$ cat config.mk
export PLATFORM = sky130hd
export DESIGN_NAME = i2c_regwr_slave
export DESIGN_NICKNAME = d
export VERILOG_FILES = /design/src/rtl/i2cw_pkg.sv /design/src/rtl/i2cw_sync.sv /design/src/rtl/i2cw_bus_events.sv /design/src/rtl/i2cw_engine.sv /design/src/rtl/i2c_regwr_slave.sv
export SDC_FILE = /design/constraint.sdc
export NUM_CORES = 1
export LEC_CHECK = 0
export ABC_AREA = 1
export ABC_CLOCK_PERIOD_IN_PS = 1300
export BUFFER_PORTS_ARGS = -buffer_cell sky130_fd_sc_hd__buf_2
export CAP_MARGIN = 40
export CORE_MARGIN = 2
export CORE_UTILIZATION = 52
export DETAILED_ROUTE_END_ITERATION = 10
export GPL_TIMING_DRIVEN = 0
export PLACE_DENSITY = 0.81
export RECOVER_POWER = 25
export SETUP_SLACK_MARGIN = 0.4
export SYNTH_ARGS = -nofsm -noshare
export SYNTH_HDL_FRONTEND = slang
export SYNTH_SLANG_ARGS = --single-unit
export TNS_END_PERCENT = 10
$ cat constraint.sdc
create_clock -name clk -period 1.3 [get_ports clk]
set_input_delay 0.195 -clock clk [delete_from_list [all_inputs] [get_ports clk]]
set_output_delay 0.195 -clock clk [all_outputs]
set_load 0.1 [all_outputs]
$ cat src/rtl/i2cw_pkg.sv
// Shared types for the I2C register-write slave.
package i2cw_pkg;
    // Transfer phase of the byte engine.
    typedef enum logic [2:0] {
        PH_IDLE = 3'd0,
        PH_ADDR = 3'd1,
        PH_SUB  = 3'd2,
        PH_DATA = 3'd3,
        PH_SKIP = 3'd4
    } phase_t;
endpackage

$ cat src/rtl/i2cw_sync.sv
// Multi-flop synchronizer for one asynchronous bus line.
// Assumes: the line idles high, so every stage resets to 1.
module i2cw_sync #(
    parameter int STAGES = 2
) (
    input  logic clk,
    input  logic rst_n,
    input  logic din,
    output logic dout
);
    logic [STAGES-1:0] sr;

    // Shift the raw line through the synchronizer chain.
    always_ff @(posedge clk) begin
        if (!rst_n) sr <= '1;
        else        sr <= {sr[STAGES-2:0], din};
    end

    assign dout = sr[STAGES-1];
endmodule

$ cat src/rtl/i2cw_bus_events.sv
// Finds SCL edges and START/STOP conditions in the synchronized lines.
// Assumes: inputs have already been synchronized to clk.
module i2cw_bus_events (
    input  logic clk,
    input  logic rst_n,
    input  logic scl_s,
    input  logic sda_s,
    output logic scl_rise,
    output logic scl_fall,
    output logic start_det,
    output logic stop_det
);
    logic scl_q, sda_q;

    // Hold the previous sample of each line for edge detection.
    always_ff @(posedge clk) begin
        if (!rst_n) begin
            scl_q <= 1'b1;
            sda_q <= 1'b1;
        end else begin
            scl_q <= scl_s;
            sda_q <= sda_s;
        end
    end

    assign scl_rise  = scl_s & ~scl_q;
    assign scl_fall  = ~scl_s & scl_q;
    assign start_det = scl_s & scl_q & sda_q & ~sda_s;
    assign stop_det  = scl_s & scl_q & ~sda_q & sda_s;
endmodule

$ cat src/rtl/i2cw_engine.sv
// Byte engine: shifts in bytes, decodes the address and subaddress,
// drives the acknowledge and issues register write strobes.
// Assumes: one scl_rise or scl_fall per cycle at most; START and STOP win
// over bit activity in the same cycle.
module i2cw_engine
    import i2cw_pkg::*;
#(
    parameter logic [6:0] DEV_ADDR = 7'h40,
    parameter int         IDX_W    = 3
) (
    input  logic             clk,
    input  logic             rst_n,
    input  logic             scl_rise,
    input  logic             scl_fall,
    input  logic             start_det,
    input  logic             stop_det,
    input  logic             sda_s,
    output logic             sda_oe,
    output logic             wr_en,
    output logic [IDX_W-1:0] wr_idx,
    output logic [7:0]       wr_data
);
    localparam int BYTE_W  = 8;
    localparam int CNT_W   = $clog2(BYTE_W + 1);
    localparam int INC_BIT = IDX_W;
    localparam logic [CNT_W-1:0] FULL = CNT_W'(BYTE_W);

    phase_t             phase;
    logic [BYTE_W-1:0]  shreg;
    logic [CNT_W-1:0]   bitcnt;
    logic               in_ack;
    logic               burst;
    logic               first;
    logic [IDX_W-1:0]   idx;
    logic               byte_done;
    logic               ack_end;

    assign byte_done = scl_fall & (bitcnt == FULL) & ~in_ack;
    assign ack_end   = scl_fall & in_ack;

    // Transfer state machine, bit shifter and write strobe generation.
    always_ff @(posedge clk) begin
        if (!rst_n) begin
            phase   <= PH_IDLE;
            shreg   <= '0;
            bitcnt  <= '0;
            in_ack  <= 1'b0;
            sda_oe  <= 1'b0;
            burst   <= 1'b0;
            first   <= 1'b0;
            idx     <= '0;
            wr_en   <= 1'b0;
            wr_idx  <= '0;
            wr_data <= '0;
        end else begin
            wr_en <= 1'b0;
            if (start_det) begin
                phase  <= PH_ADDR;
                bitcnt <= '0;
                in_ack <= 1'b0;
                sda_oe <= 1'b0;
            end else if (stop_det) begin
                phase  <= PH_IDLE;
                bitcnt <= '0;
                in_ack <= 1'b0;
                sda_oe <= 1'b0;
            end else begin
                if (scl_rise && bitcnt < FULL) begin
                    shreg  <= {shreg[BYTE_W-2:0], sda_s};
                    bitcnt <= bitcnt + 1'b1;
                end
                if (ack_end) begin
                    sda_oe <= 1'b0;
                    in_ack <= 1'b0;
                    bitcnt <= '0;
                end else if (byte_done) begin
                    case (phase)
                        PH_ADDR: begin
                            if (shreg == {DEV_ADDR, 1'b0}) begin
                                sda_oe <= 1'b1;
                                in_ack <= 1'b1;
                                phase  <= PH_SUB;
                            end else begin
                                phase <= PH_SKIP;
                            end
                        end
                        PH_SUB: begin
                            sda_oe <= 1'b1;
                            in_ack <= 1'b1;
                            burst  <= shreg[INC_BIT];
                            idx    <= shreg[IDX_W-1:0];
                            first  <= 1'b1;
                            phase  <= PH_DATA;
                        end
                        PH_DATA: begin
                            sda_oe <= 1'b1;
                            in_ack <= 1'b1;
                            first  <= 1'b0;
                            if (first || burst) begin
                                wr_en   <= 1'b1;
                                wr_idx  <= idx;
                                wr_data <= shreg;
                                if (burst) idx <= idx + 1'b1;
                            end
                        end
                        default: ;
                    endcase
                end
            end
        end
    end
endmodule

$ cat src/rtl/i2c_regwr_slave.sv
// Top level: synchronizes SCL/SDA, finds bus events and runs the byte
// engine that writes the control register bank.
// Assumes: clk runs at least 20x the SCL rate; SDA is open drain outside.
module i2c_regwr_slave #(
    parameter logic [6:0] DEV_ADDR    = 7'h40,
    parameter int         IDX_W       = 3,
    parameter int         SYNC_STAGES = 2
) (
    input  logic             clk,
    input  logic             rst_n,
    input  logic             scl_i,
    input  logic             sda_i,
    output logic             sda_oe,
    output logic             wr_en,
    output logic [IDX_W-1:0] wr_idx,
    output logic [7:0]       wr_data
);
    localparam int NLINES = 2;

    logic [NLINES-1:0] raw_lines;
    logic [NLINES-1:0] sync_lines;
    logic scl_rise, scl_fall, start_det, stop_det;

    assign raw_lines = {scl_i, sda_i};

    for (genvar g = 0; g < NLINES; g++) begin : g_sync
        i2cw_sync #(.STAGES(SYNC_STAGES)) u_sync (
            .clk  (clk),
            .rst_n(rst_n),
            .din  (raw_lines[g]),
            .dout (sync_lines[g])
        );
    end

    i2cw_bus_events u_events (
        .clk      (clk),
        .rst_n    (rst_n),
        .scl_s    (sync_lines[1]),
        .sda_s    (sync_lines[0]),
        .scl_rise (scl_rise),
        .scl_fall (scl_fall),
        .start_det(start_det),
        .stop_det (stop_det)
    );

    i2cw_engine #(.DEV_ADDR(DEV_ADDR), .IDX_W(IDX_W)) u_engine (
        .clk      (clk),
        .rst_n    (rst_n),
        .scl_rise (scl_rise),
        .scl_fall (scl_fall),
        .start_det(start_det),
        .stop_det (stop_det),
        .sda_s    (sync_lines[0]),
        .sda_oe   (sda_oe),
        .wr_en    (wr_en),
        .wr_idx   (wr_idx),
        .wr_data  (wr_data)
    );
endmodule

### Word-level counts from Yosys, hierarchy flattened

Cells that the tools add are included.

| operators by class | value |
|---|---|
| add/subtract/negate cells | 2 |
| order comparisons | 1 |
| equality and inequality tests | 9 |
| mux-type cells | 13 |
| bitwise operators | 21 |
| reductions and logical operators | 19 |

Operators with widths:

| cell | number |
|---|---|
| 3-bit one-hot mux with 2 select lines | 2 |
| 3-bit AND reduction | 4 |
| 1-bit inverter | 11 |
| 1-bit AND | 10 |
| 5-bit AND reduction | 2 |
| 3-bit two-way mux | 3 |
| 8-bit == test (second input constant) | 1 |
| 7-bit AND reduction | 1 |
| 3-bit by 2-bit == test with 1-bit output (second input constant) | 2 |
| 1-bit two-way mux | 6 |
| 2-bit by 1-bit != test with 1-bit output (second input constant) | 3 |
| 6-bit AND reduction | 1 |
| 2-bit nonzero test | 3 |
| 6-bit OR reduction | 1 |
| 4-bit by 1-bit adder with 4-bit output (second input constant) | 1 |
| 4-bit == test (second input constant) | 1 |
| 4-bit less-than comparator (second input constant) | 1 |
| 1-bit one-hot mux with 2 select lines | 2 |
| 4-bit nonzero test | 1 |
| 4-bit OR reduction | 1 |
| 3-bit by 1-bit adder with 3-bit output (second input constant) | 1 |
| 3-bit by 1-bit == test with 1-bit output (second input constant) | 1 |
| 3-bit != test (second input constant) | 1 |
| 3-bit nonzero test | 1 |
| other kinds (4) | 4 |

| storage, ports and cells | value |
|---|---|
| bits in registers | 39 |
| input port bits | 4 |
| output and inout port bits | 13 |
| logic and storage cells | 80 |

### Logic depth before layout (Yosys ltp)

Gate-level depths: netlist of the first run.

| logic depth | value |
|---|---|
| depth in word-level cells | 8 |
| depth in mapped cells | 11 |
| mapped depth without buffers | 10 |

### Cells and area by module

A second synthesis of the first run with hierarchy kept.

| unflattened totals | value |
|---|---|
| cell total of the unflattened synthesis | 247 |
| area, all modules | 1770.4 µm² |

By module, submodules not included:

| module | times used | cells each | area an instance (µm²) | seq. area each (µm²) |
|---|---|---|---|---|
| i2cw_engine | 1 | 220 | 1571.5 | 660.6 |
| i2cw_sync | 2 | 6 | 55.1 | 40.0 |
| i2cw_bus_events | 1 | 15 | 88.8 | 40.0 |

### Worst setup path before layout of the first run

No wires, ideal clock.

| timing | value |
|---|---|
| kind | register -> register |
| start | reg u_engine.in_ack |
| end | reg u_engine.burst |
| library setup time | 115 ps |
| data arrival time | 1669 ps |
| required time | 1185 ps |
| path slack | -485 ps |
| stages on the path, launching flop included | 8 |
| buffers on the path | 2 |
| clock period less this slack | 1785 ps |
| cells stage by stage | dfxtp_1 inv_1 nand2_1 nor2_2 buf_4 buf_6 a31oi_1 nor2_1 |

| on the way | value |
|---|---|
| longest elaborated chain between the ends | 3 |
| elaborated cells on any way between the ends | 5 |
| those cells by class | 4 x bitwise; 1 x reduce/logical |

Ends and longest elaborated chain:

| element | RTL line | RTL |
|---|---|---|
| from (decl) | i2cw_engine.sv:31 | `logic in_ack;` |
| from (signal assigned) | i2cw_engine.sv:47 | `in_ack <= 1'b0;` |
| from (signal assigned) | i2cw_engine.sv:60 | `in_ack <= 1'b0;` |
| from (signal assigned) | i2cw_engine.sv:65 | `in_ack <= 1'b0;` |
| 1-bit AND or 1-bit inverter (tied branches) | i2cw_engine.sv:39, i2cw_engine.sv:38 |  |
| 1-bit inverter (no line) or 1-bit AND (tied branches) | n/a |  |
| 5-bit AND reduction (no line) (*) | n/a |  |
| to (signal assigned) | i2cw_engine.sv:90 | `burst <= shreg[INC_BIT];` |
| to (decl) | i2cw_engine.sv:32 | `logic burst;` |

Every way passes the cells marked *; elsewhere a longest branch is shown, timed or not.
A chain may end at the register's enable or synchronous reset.

### Final worst setup path of the first run

| timing | value |
|---|---|
| start | reg u_engine.bitcnt[1] |
| end | reg u_engine.wr_data[1] |

| on the way | value |
|---|---|
| longest elaborated chain between the ends | 4 |

Ends and longest elaborated chain:

| element | RTL line | RTL |
|---|---|---|
| from (decl) | i2cw_engine.sv:30 | `logic [CNT_W-1:0] bitcnt;` |
| from (signal assigned) | i2cw_engine.sv:70 | `bitcnt <= bitcnt + 1'b1;` |
| 4-bit == test | i2cw_engine.sv:38 | `assign byte_done = scl_fall & (bitcnt == FULL) & ~in_ack;` |
| 1-bit AND (2 in a row) | i2cw_engine.sv:38 |  |
| 6-bit AND reduction (no line) | n/a |  |
| to (signal assigned) | i2cw_engine.sv:102 | `wr_data <= shreg;` |
| to (decl) | i2cw_engine.sv:21 | `output logic [7:0] wr_data` |

No other way between the ends.

==> metrics.yaml, run 1 <==
logic_synthesis:
  syn_nets: 246
  synth_area_um2: 1720
  yosysTopAreaCell: "dfxtp_1"
  yosysSeqAreaShare: 0.454
  avgSynthCellArea_um2: 7.20
  yosysUniqueCellTypes: 24
  synthCells: 239
  synth_seq_cells: 39
  yosysWarningCount: 0
  synth_top_area_frac: 0.454
  synthTopCellsByArea: "dfxtp_1, nand2_1, nor2_1, inv_1, nand3_1"
power_and_ir_drop:
  peakVddDrop_uv: 665
  switchingPower_uw: 506
  finalPower_mw: 2.28
  internal-power_mw: 1.77
  switching_share: 0.222
  power.density_nw_per_um2: 1030
  p_comb_frac: 0.053
  p_leak_nw: 0.939
  sequentialPowerShare: 0.537
  clkPwrFrac: 0.411
floorplan:
  std_cell_rows: 20
  die_w_um: 61.5
  pin_count: 17
  die_area_um2: 3780
  die_y_um: 61.5
  initial_core_util: 0.554
  core_um2: 3100
worst_setup_path:
  required_ns: 1.56
  crit_arrival_ns: 1.64
  crit_type: "register to register"
  endpoint_kind: "register"
  startpoint_type: "register"
  crit_fanout: 7
timing:
  tightest_slew_ns: 0.488
  relSlewSlack: 0.675
  finalMaxSlewViolations: 0
  setup_ws_ns: -0.0790
  hold_viol: 0
  fin_crit_ns: 1.38
  finalSetupTns_ns: -0.728
  skew_ns: 0.0165
  fmax_ghz: 0.725
  rsz0062_at_grt: "true"
  setup_viol_count_final: 18
  min_period_over_period: 1.06
detailed_routing:
  drc: 0
  wl_mm: 3.74
  first_iter_violations: 59
  vias_per_cell: 5.02
  wire_per_inst_um: 11.9
  ant_nets: 0
  first_pass_iters: 4
  num_vias: 1580
place:
  place_congestion: 0.764
  pre_cts_slack_ns: -0.0974
  io_buffers: 15
  hpwlAfterDp_mm: 2.33
global_route:
  use_met1: 0.227
  grtUsageMet3: 0.0630
  grt-ovfl-total: 0
  grt_max_degree: 14
  antenna_found_initial: 0
  grt_pass1_vias: 1375
  grt_use_met2: 0.349
  gr-max-usage-layer: "met2"
  grt_pass1_wl_mm: 5.60
  grt_util_all_layers: 0.201
clock_network:
  htreeDepth: 2
  cts_tree: "yes"
  clkSinkCount: 39
  root_buffer: "clkbuf_4"
  numCtsBuffers: 5
  cts.clk_slew.worst_paths_ns: 0.12
  insertion_delay_ns: 0.35
  clockBufferDepth: 2
status:
  violations: "setup timing"
  outcome: "finished with violations"
min_path:
  hold_class: "input port to register"
flow_run:
  max-cap-violations: 0
finish:
  final_nets: 277
  final_common_cell: "nand2_1"
  diodes: 0
  areaGrowthSynthToFinish_pct: 28.1
  layout_common_cells: "nand2_1, nor2_1, dfxtp_1"
  layout-drive-gt1-share: 0.306
[cell type report]
type                    count  area (um2)
multi-input cells         163         861
plain buffers               9        77.6
flip-flops and latches     39         792
clock buffers               6        62.6
fillers                   257         898
repair buffers             24         214
clock inverters             2        37.5
well taps                  44        55.1
inverters                  28         105
[state kept, by name, indices dropped and copies added, names as in the netlist]
signal            cells
u_engine.shreg        8
u_engine.wr_data      8
g_sync.u_sync.sr      4
u_engine.bitcnt       4
u_engine.idx          3
u_engine.phase        3
u_engine.wr_idx       3
u_engine.burst        1
u_engine.first        1
u_engine.in_ack       1
u_engine.wr_en        1
u_events.scl_q        1
u_events.sda_q        1
[logic make-up (layout without fill, tap and decap cells)]
group | after synthesis | after routing | synth area share
AO/OA/AOI/OAI | 29 | 29 | 0.0873
adder cells (fa/ha/maj) | 3 | 3 | 0.0218
buffers and inverters | 37 | 69 | 0.0938
flip-flops | 39 | 39 | 0.454
AND/OR/NAND/NOR | 131 | 131 | 0.343
[routing by layer]
layer  up-vias  share of wire
li1        807              -
met3         6          0.047
met1       730           0.41
met2        37           0.53
met4         0          0.013
met5         -              0
[power groups by stage]
stage / clock (mW) / sequential [mW] / combinational, mW
finish: 0.937 / 1.22 / 0.120
global route: 0.994 / 1.23 / 0.136
CTS: 0.953 / 1.22 / 0.113
detailed placement: 0 / 1.25 / 0.105
global placement: 0 / 1.25 / 0.103
floorplan: 0 / 1.25 / 0.0822
[final timing paths]
kind | from | slack (ns) | to | cells after the start
max | u_engine.bitcnt[1] | -0.08 | u_engine.wr_data[1] | 11
min reg2reg | g_sync[0].u_sync.sr[0] | 0.43 | g_sync[0].u_sync.sr[1] | 1
min | scl_i | 0.03 | g_sync[1].u_sync.sr[0] | 2
max reg2reg | u_engine.bitcnt[1] | -0.08 | u_engine.wr_data[1] | 11
[synthesized netlist by cell type]
cell / number
a21boi_0: 1
inv_2: 4
clkbuf_1: 5
buf_6: 2
ha_1: 3
o21ai_0: 12
or2_1: 1
nor3_1: 4
nor2_1: 40
nand3_1: 17
nand3_2: 1
nor2_4: 3
buf_4: 2
nand4_1: 1
nor2_2: 4
dfxtp_1: 39
nand2b_1: 1
inv_1: 24
nand3b_1: 1
nand2_2: 2
a31oi_1: 2
nand2_1: 49
or2_2: 7
a21oi_1: 14
[worst max-delay path, cell delays in order (launching register included)]
cell	delay, ns
dfxtp_2	0.34
inv_2	0.07
ha_4	0.13
nand2_2	0.04
inv_1	0.04
nand2_1	0.05
nor2_2	0.11
buf_6	0.17
buf_6	0.12
nand3_1	0.09
nand2_1	0.08
nor2_1	0.04
[what timing repair did]
item,CTS,global route
hold buffers,0,0
pin swaps,8,10
buffers inserted,5,2
gates cloned,1,1
setup endpoints to repair,46,46
gates resized for setup,36,24
[per-stage QoR]
stage                     area, um2   util  cells  hold slack [ns]
final                          2200  0.710    315           0.0319
after CTS                      2100  0.675    312           0.0225
after global routing           2200  0.710    315           0.0182
after global placement         1860  0.599    298            0.381
after floorplan                1730      -    239            0.302
after detailed placement       1860  0.599    298            0.384
Power figures use the tool's default switching activity.
==> inputs of run 2 (changes only) <==
--- a/config.mk
+++ b/config.mk
@@ -19,4 +19,4 @@
 export SYNTH_ARGS = -nofsm -noshare
 export SYNTH_HDL_FRONTEND = slang
 export SYNTH_SLANG_ARGS = --single-unit
-export TNS_END_PERCENT = 10
+export TNS_END_PERCENT = 5
==> run 2 against run 1 <==
Against the previous run:
- the run still ends with setup timing left
- total power is 0.19% higher
- clock skew is 0.00051 ns lower
- register-to-register slack is essentially flat
- hold slack lost 0.0069 ns
- first-iteration DRC count grew 14%
- cell count did not move
- via count down 0.95%
- wire length rose by 0.46%
- sequential power hardly changed
- critical path type unchanged
- global-route usage unchanged
- count of clock-buffer cells in the layout unchanged
==> metrics.yaml, run 2 (synthesis gave the netlist of run 1 again) <==
status:
  outcome: "finished with violations"
  violations: "setup timing"
power_and_ir_drop:
  clkPwrFrac: 0.412
  sequentialPowerShare: 0.536
  p_leak_nw: 0.938
  p_comb_frac: 0.053
  internal-power_mw: 1.77
  peakVddDrop_uv: 665
  power.density_nw_per_um2: 1040
  switchingPower_uw: 511
  switching_share: 0.224
timing:
  min_period_over_period: 1.06
  setup_viol_count_final: 18
  tightest_slew_ns: 0.506
  finalMaxSlewViolations: 0
  finalSetupTns_ns: -0.707
  setup_ws_ns: -0.0749
  fmax_ghz: 0.727
  hold_viol: 0
  skew_ns: 0.0160
  rsz0062_at_grt: "true"
  fin_crit_ns: 1.37
  relSlewSlack: 0.663
detailed_routing:
  wl_mm: 3.75
  first_pass_iters: 4
  drc: 0
  wire_per_inst_um: 11.9
  num_vias: 1565
  first_iter_violations: 67
  wl_met2_mm: 1.99
  routed.top_layer: "met4"
  met3_length_um: 168
  vias_per_cell: 4.97
  wl_met1_mm: 1.53
  ant_nets: 0
floorplan:
  core_um2: 3100
  pin_count: 17
  die_area_um2: 3780
  die_w_um: 61.5
  initial_core_util: 0.554
  die_y_um: 61.5
  std_cell_rows: 20
place:
  pre_cts_slack_ns: -0.0974
  io_buffers: 15
  place_congestion: 0.764
  hpwlAfterDp_mm: 2.33
worst_setup_path:
  required_ns: 1.57
  max_stage_delay_ns: 0.34
  startpoint_type: "register"
  crit_arrival_ns: 1.64
  slowest_stage: "dfxtp_2"
  crit_type: "register to register"
  endpoint_kind: "register"
  crit_chain: "inv_2 -> ha_4 -> nand2_2 -> inv_1 -> nand2_1 -> nor2_2 -> buf_6 -> buf_6 -> nand3_1 -> nand2_1 -> nor2_1"
  crit_fanout: 7
global_route:
  grt_max_degree: 14
  grt_util_all_layers: 0.201
  antenna_found_initial: 0
  grt-ovfl-total: 0
  grt_pass1_wl_mm: 5.60
  grt_pass1_vias: 1377
finish:
  layout-drive-gt1-share: 0.303
  layout_common_cells: "nand2_1, nor2_1, dfxtp_1"
  top_regs: "u_engine.shreg (8), u_engine.wr_data (8)"
  areaGrowthSynthToFinish_pct: 27.9
  diodes: 0
  nFillCells: 258
  final_nets: 277
  final_common_cell: "nand2_1"
clock_network:
  cts_tree: "yes"
  clkSinkCount: 39
  cts.clk_slew.worst_paths_ns: 0.12
  numCtsBuffers: 5
  clockBufferDepth: 2
  insertion_delay_ns: 0.36
  htreeDepth: 2
  root_buffer: "clkbuf_4"
  hold_buffers: 0
flow_run:
  max-cap-violations: 0
min_path:
  hold_class: "input port to register"
## run 2: worst paths after layout
path | start | to | slack (ns) | depth (start not counted)
setup / recovery | u_engine.bitcnt[1] | u_engine.wr_data[1] | -0.07 | 11
hold / removal | scl_i | g_sync[1].u_sync.sr[0] | 0.03 | 2
setup reg to reg | u_engine.bitcnt[1] | u_engine.wr_data[1] | -0.07 | 11
hold reg to reg | g_sync[0].u_sync.sr[0] | g_sync[0].u_sync.sr[1] | 0.43 | 1
## run 2: layout make-up
cell class	count	area [um2]	area share
repair buffers	24	214	0.0973
flip-flops and latches	39	792	0.360
multi-input cells	163	856	0.389
clock buffers	6	62.6	0.0284
inverters	28	105	0.0478
clock inverters	2	37.5	0.0171
plain buffers	9	77.6	0.0353
well taps	44	55.1	0.0250
## run 2: critical path: cells and delay by family, from the launching register on
family / cells / cell delay, ns
fa+ha+maj: 1 / 0.13
simple gates: 6 / 0.41
buf+inv: 4 / 0.40
flops: 1 / 0.34
## run 2: what timing repair did
action,in CTS,in global routing
setup endpoints to repair,46,46
endpoints found under the hold margin,0,0
cloned,1,1
pin swaps,8,8
gates resized for setup,36,23
setup buffers,5,2
## run 2: through the flow
stage | utilization | power (mW) | hold slack [ns] | instance area, um2 | cells
2_1_floorplan | - | 1.33 | 0.302 | 1730 | 239
3_3_place_gp | 0.599 | 1.35 | 0.381 | 1860 | 298
3_5_place_dp | 0.599 | 1.36 | 0.384 | 1860 | 298
4_1_cts | 0.675 | 2.29 | 0.0225 | 2100 | 312
5_1_grt | 0.709 | 2.36 | 0.0182 | 2200 | 315
6_report | 0.709 | 2.29 | 0.0250 | 2200 | 315
## run 2: power by group through the flow
stage / combinational [mW] / sequential [mW] / clock, mW
final: 0.120 / 1.22 / 0.941
after global placement: 0.103 / 1.25 / 0
after detailed placement: 0.105 / 1.25 / 0
after global routing: 0.135 / 1.23 / 0.994
after CTS: 0.113 / 1.22 / 0.953
after floorplan: 0.0822 / 1.25 / 0
## run 2: per-layer routing
layer	vias up	global-route usage
met5	-	0
met4	0	0.0851
met3	7	0.0630
met2	33	0.349
met1	720	0.227
li1	805	-
==> inputs of run 3 (changes only) <==
--- a/config.mk
+++ b/config.mk
@@ -6,14 +6,15 @@
 export NUM_CORES = 1
 export LEC_CHECK = 0
 export ABC_AREA = 1
-export ABC_CLOCK_PERIOD_IN_PS = 1300
+export ABC_CLOCK_PERIOD_IN_PS = 1500
 export BUFFER_PORTS_ARGS = -buffer_cell sky130_fd_sc_hd__buf_2
 export CAP_MARGIN = 40
 export CORE_MARGIN = 2
-export CORE_UTILIZATION = 52
+export CORE_UTILIZATION = 57
+export CTS_CLUSTER_SIZE = 20
 export DETAILED_ROUTE_END_ITERATION = 10
-export GPL_TIMING_DRIVEN = 0
-export PLACE_DENSITY = 0.81
+export GPL_TIMING_DRIVEN = 1
+export PLACE_DENSITY = 0.84
 export RECOVER_POWER = 25
 export SETUP_SLACK_MARGIN = 0.4
 export SYNTH_ARGS = -nofsm -noshare
==> constraint.sdc (replaced) <==
create_clock -name clk -period 1.5 [get_ports clk]
set_input_delay 0.225 -clock clk [delete_from_list [all_inputs] [get_ports clk]]
set_output_delay 0.225 -clock clk [all_outputs]
set_load 0.1 [all_outputs]
==> run 3 against run 2 <==
Against the previous run:
- the flow finishes with violations (DRC)
- clock skew is 0.0026 ns lower
- critical endpoint is now u_engine.shreg[7]
- sequential power is 13% lower
- hold slack better by 0.030 ns
- global-route usage is 2.6 points higher
- count of clock-buffer cells in the layout stayed put
- core utilization is 3.9 points higher
- combinational power is 17% lower
- clock power is 14% lower
- final area is 4.6% lower
- via count is 2.2% higher
- total power is 14% lower
- first-iteration DRC count is 21% lower
==> metrics.yaml, run 3 (synthesis gave the netlist of run 1 again) <==
min_path:
  hold_depth: 2
  hold_class: "input port to register"
  hp-start: "sda_i"
  min_to: "g_sync[0].u_sync.sr[0]"
clock_network:
  root_buffer: "clkbuf_4"
  insertion_delay_ns: 0.35
  cts.clk_slew.worst_paths_ns: 0.12
  htreeDepth: 2
  cts_tree: "yes"
  clkSinkCount: 39
  clockBufferDepth: 2
  numCtsBuffers: 5
finish:
  final_nets: 273
  final_common_cell: "nand2_1"
  layout_common_cells: "nand2_1, nor2_1, dfxtp_1"
  fin_area_um2: 2100
  areaGrowthSynthToFinish_pct: 22.0
  top_regs: "u_engine.shreg (8), u_engine.wr_data (8)"
  diodes: 0
  nFillCells: 230
  layout-drive-gt1-share: 0.292
status:
  violations: "DRC"
  outcome: "finished with violations"
timing:
  relSlewSlack: 0.667
  finalMaxSlewViolations: 0
  skew_ns: 0.0134
  finalSetupTns_ns: 0
  whs_ns: 0.0550
  fmax_ghz: 0.724
  fin_crit_ns: 1.38
  rsz0062_at_grt: "true"
  setup_ws_ns: 0.119
  hold_viol: 0
  min_period_over_period: 0.920
  tightest_slew_ns: 0.502
  setup_viol_count_final: 0
detailed_routing:
  first_iter_violations: 53
  drc: 2
  num_vias: 1599
  ant_nets: 0
  wire_per_inst_um: 12.2
  first_pass_iters: 7
  wl_mm: 3.63
  vias_per_cell: 5.37
place:
  pre_cts_slack_ns: 0.0376
  place_congestion: 0.836
  place_area_um2: 1830
  io_buffers: 16
  hpwlAfterDp_mm: 2.26
worst_setup_path:
  crit_fanout: 16
  reg2reg_depth: 4
  crit_type: "register to register"
  endpoint_kind: "register"
  r2r-start: "g_sync[1].u_sync.sr[1]"
  reg2reg_slack_ns: 0.12
  required_ns: 1.75
  startpoint_type: "register"
  rr_endpoint: "u_engine.shreg[7]"
  crit_arrival_ns: 1.63
floorplan:
  die_area_um2: 3470
  core_um2: 2810
  initial_core_util: 0.613
  die_y_um: 58.9
  std_cell_rows: 19
  die_w_um: 58.9
  pin_count: 17
global_route:
  gr-max-usage-layer: "met2"
  grt_use_met2: 0.419
  grt_pass1_vias: 1484
  use_met1: 0.238
  antenna_found_initial: 0
  grt_max_degree: 26
  grt_pass1_wl_mm: 5.97
  grtUsageMet3: 0.0681
  grt_util_all_layers: 0.227
  grt-ovfl-total: 0
flow_run:
  max-cap-violations: 0
power_and_ir_drop:
  p_leak_nw: 0.921
  finalPower_mw: 1.97
  peakVddDrop_uv: 905
  power.density_nw_per_um2: 938
-- run 3: cell count changes in the layout (fill, tap and decap cells not counted), moves of 2 or more --
cell / change
buf_6: -10
nor2_4: +2
nor2_2: -2
nand3_2: +2
buf_12: +2
a21oi_2: -2
clkbuf_1: -3
dfxtp_2: -4
dfxtp_1: +4
buf_2: +14
buf_4: -5
a21oi_1: +2
inv_1: -2
-- run 3: critical path, stage by stage (launching register included) --
cell	delay (ns)
dfxtp_1	0.42
nand3b_1	0.21
clkbuf_2	0.29
o21ai_0	0.28
a21oi_1	0.08
-- run 3: repair_timing --
item | in CTS | in global routing
hold buffers | 0 | 0
resized for setup | 15 | 10
endpoints found under the setup margin | 46 | 46
pin swaps | 6 | 5
gates cloned | 1 | 0
setup buffers | 5 | 3
-- run 3: report_power, final --
group	switching (mW)	internal [mW]
combinational	0.0638	0.0357
clock	0.357	0.451
sequential	0.0110	1.05
-- run 3: stage by stage --
stage	util	std cells
4_1_cts	0.729	295
5_1_grt	0.748	298
6_report	0.748	298
3_5_place_dp	0.653	281
3_3_place_gp	0.653	281
2_1_floorplan	-	239
-- run 3: cell type report --
cell class,instances,area [um2],share of cell area
Inverter,28,108,0.0513
Sequential cell,39,787,0.375
Multi-Input combinational cell,164,860,0.410
Timing Repair Buffer,28,205,0.0978
Tap cell,31,38.8,0.0185
Clock buffer,6,62.6,0.0298
Clock inverter,2,37.5,0.0179
-- run 3: routing by layer --
metal / vias up / share of wire
li1: 801 / -
met1: 749 / 0.42
met5: - / 0
met4: 0 / 0.018
met3: 8 / 0.044
met2: 41 / 0.51
-- run 3: how the worst max path moves through the flow --
stage	cells after the start	slack, ns	startpoint	end
2_1_floorplan	11	0.22	u_engine.bitcnt[0]	u_engine.wr_data[1]
3_3_place_gp	10	0.13	u_engine.bitcnt[0]	u_engine.wr_data[0]
3_5_place_dp	10	0.04	u_engine.bitcnt[1]	u_engine.wr_data[2]
4_1_cts	11	0.13	u_engine.bitcnt[1]	u_engine.wr_data[2]
5_1_grt	4	0.02	g_sync[1].u_sync.sr[1]	u_engine.shreg[7]
6_report	4	0.12	g_sync[1].u_sync.sr[1]	u_engine.shreg[7]
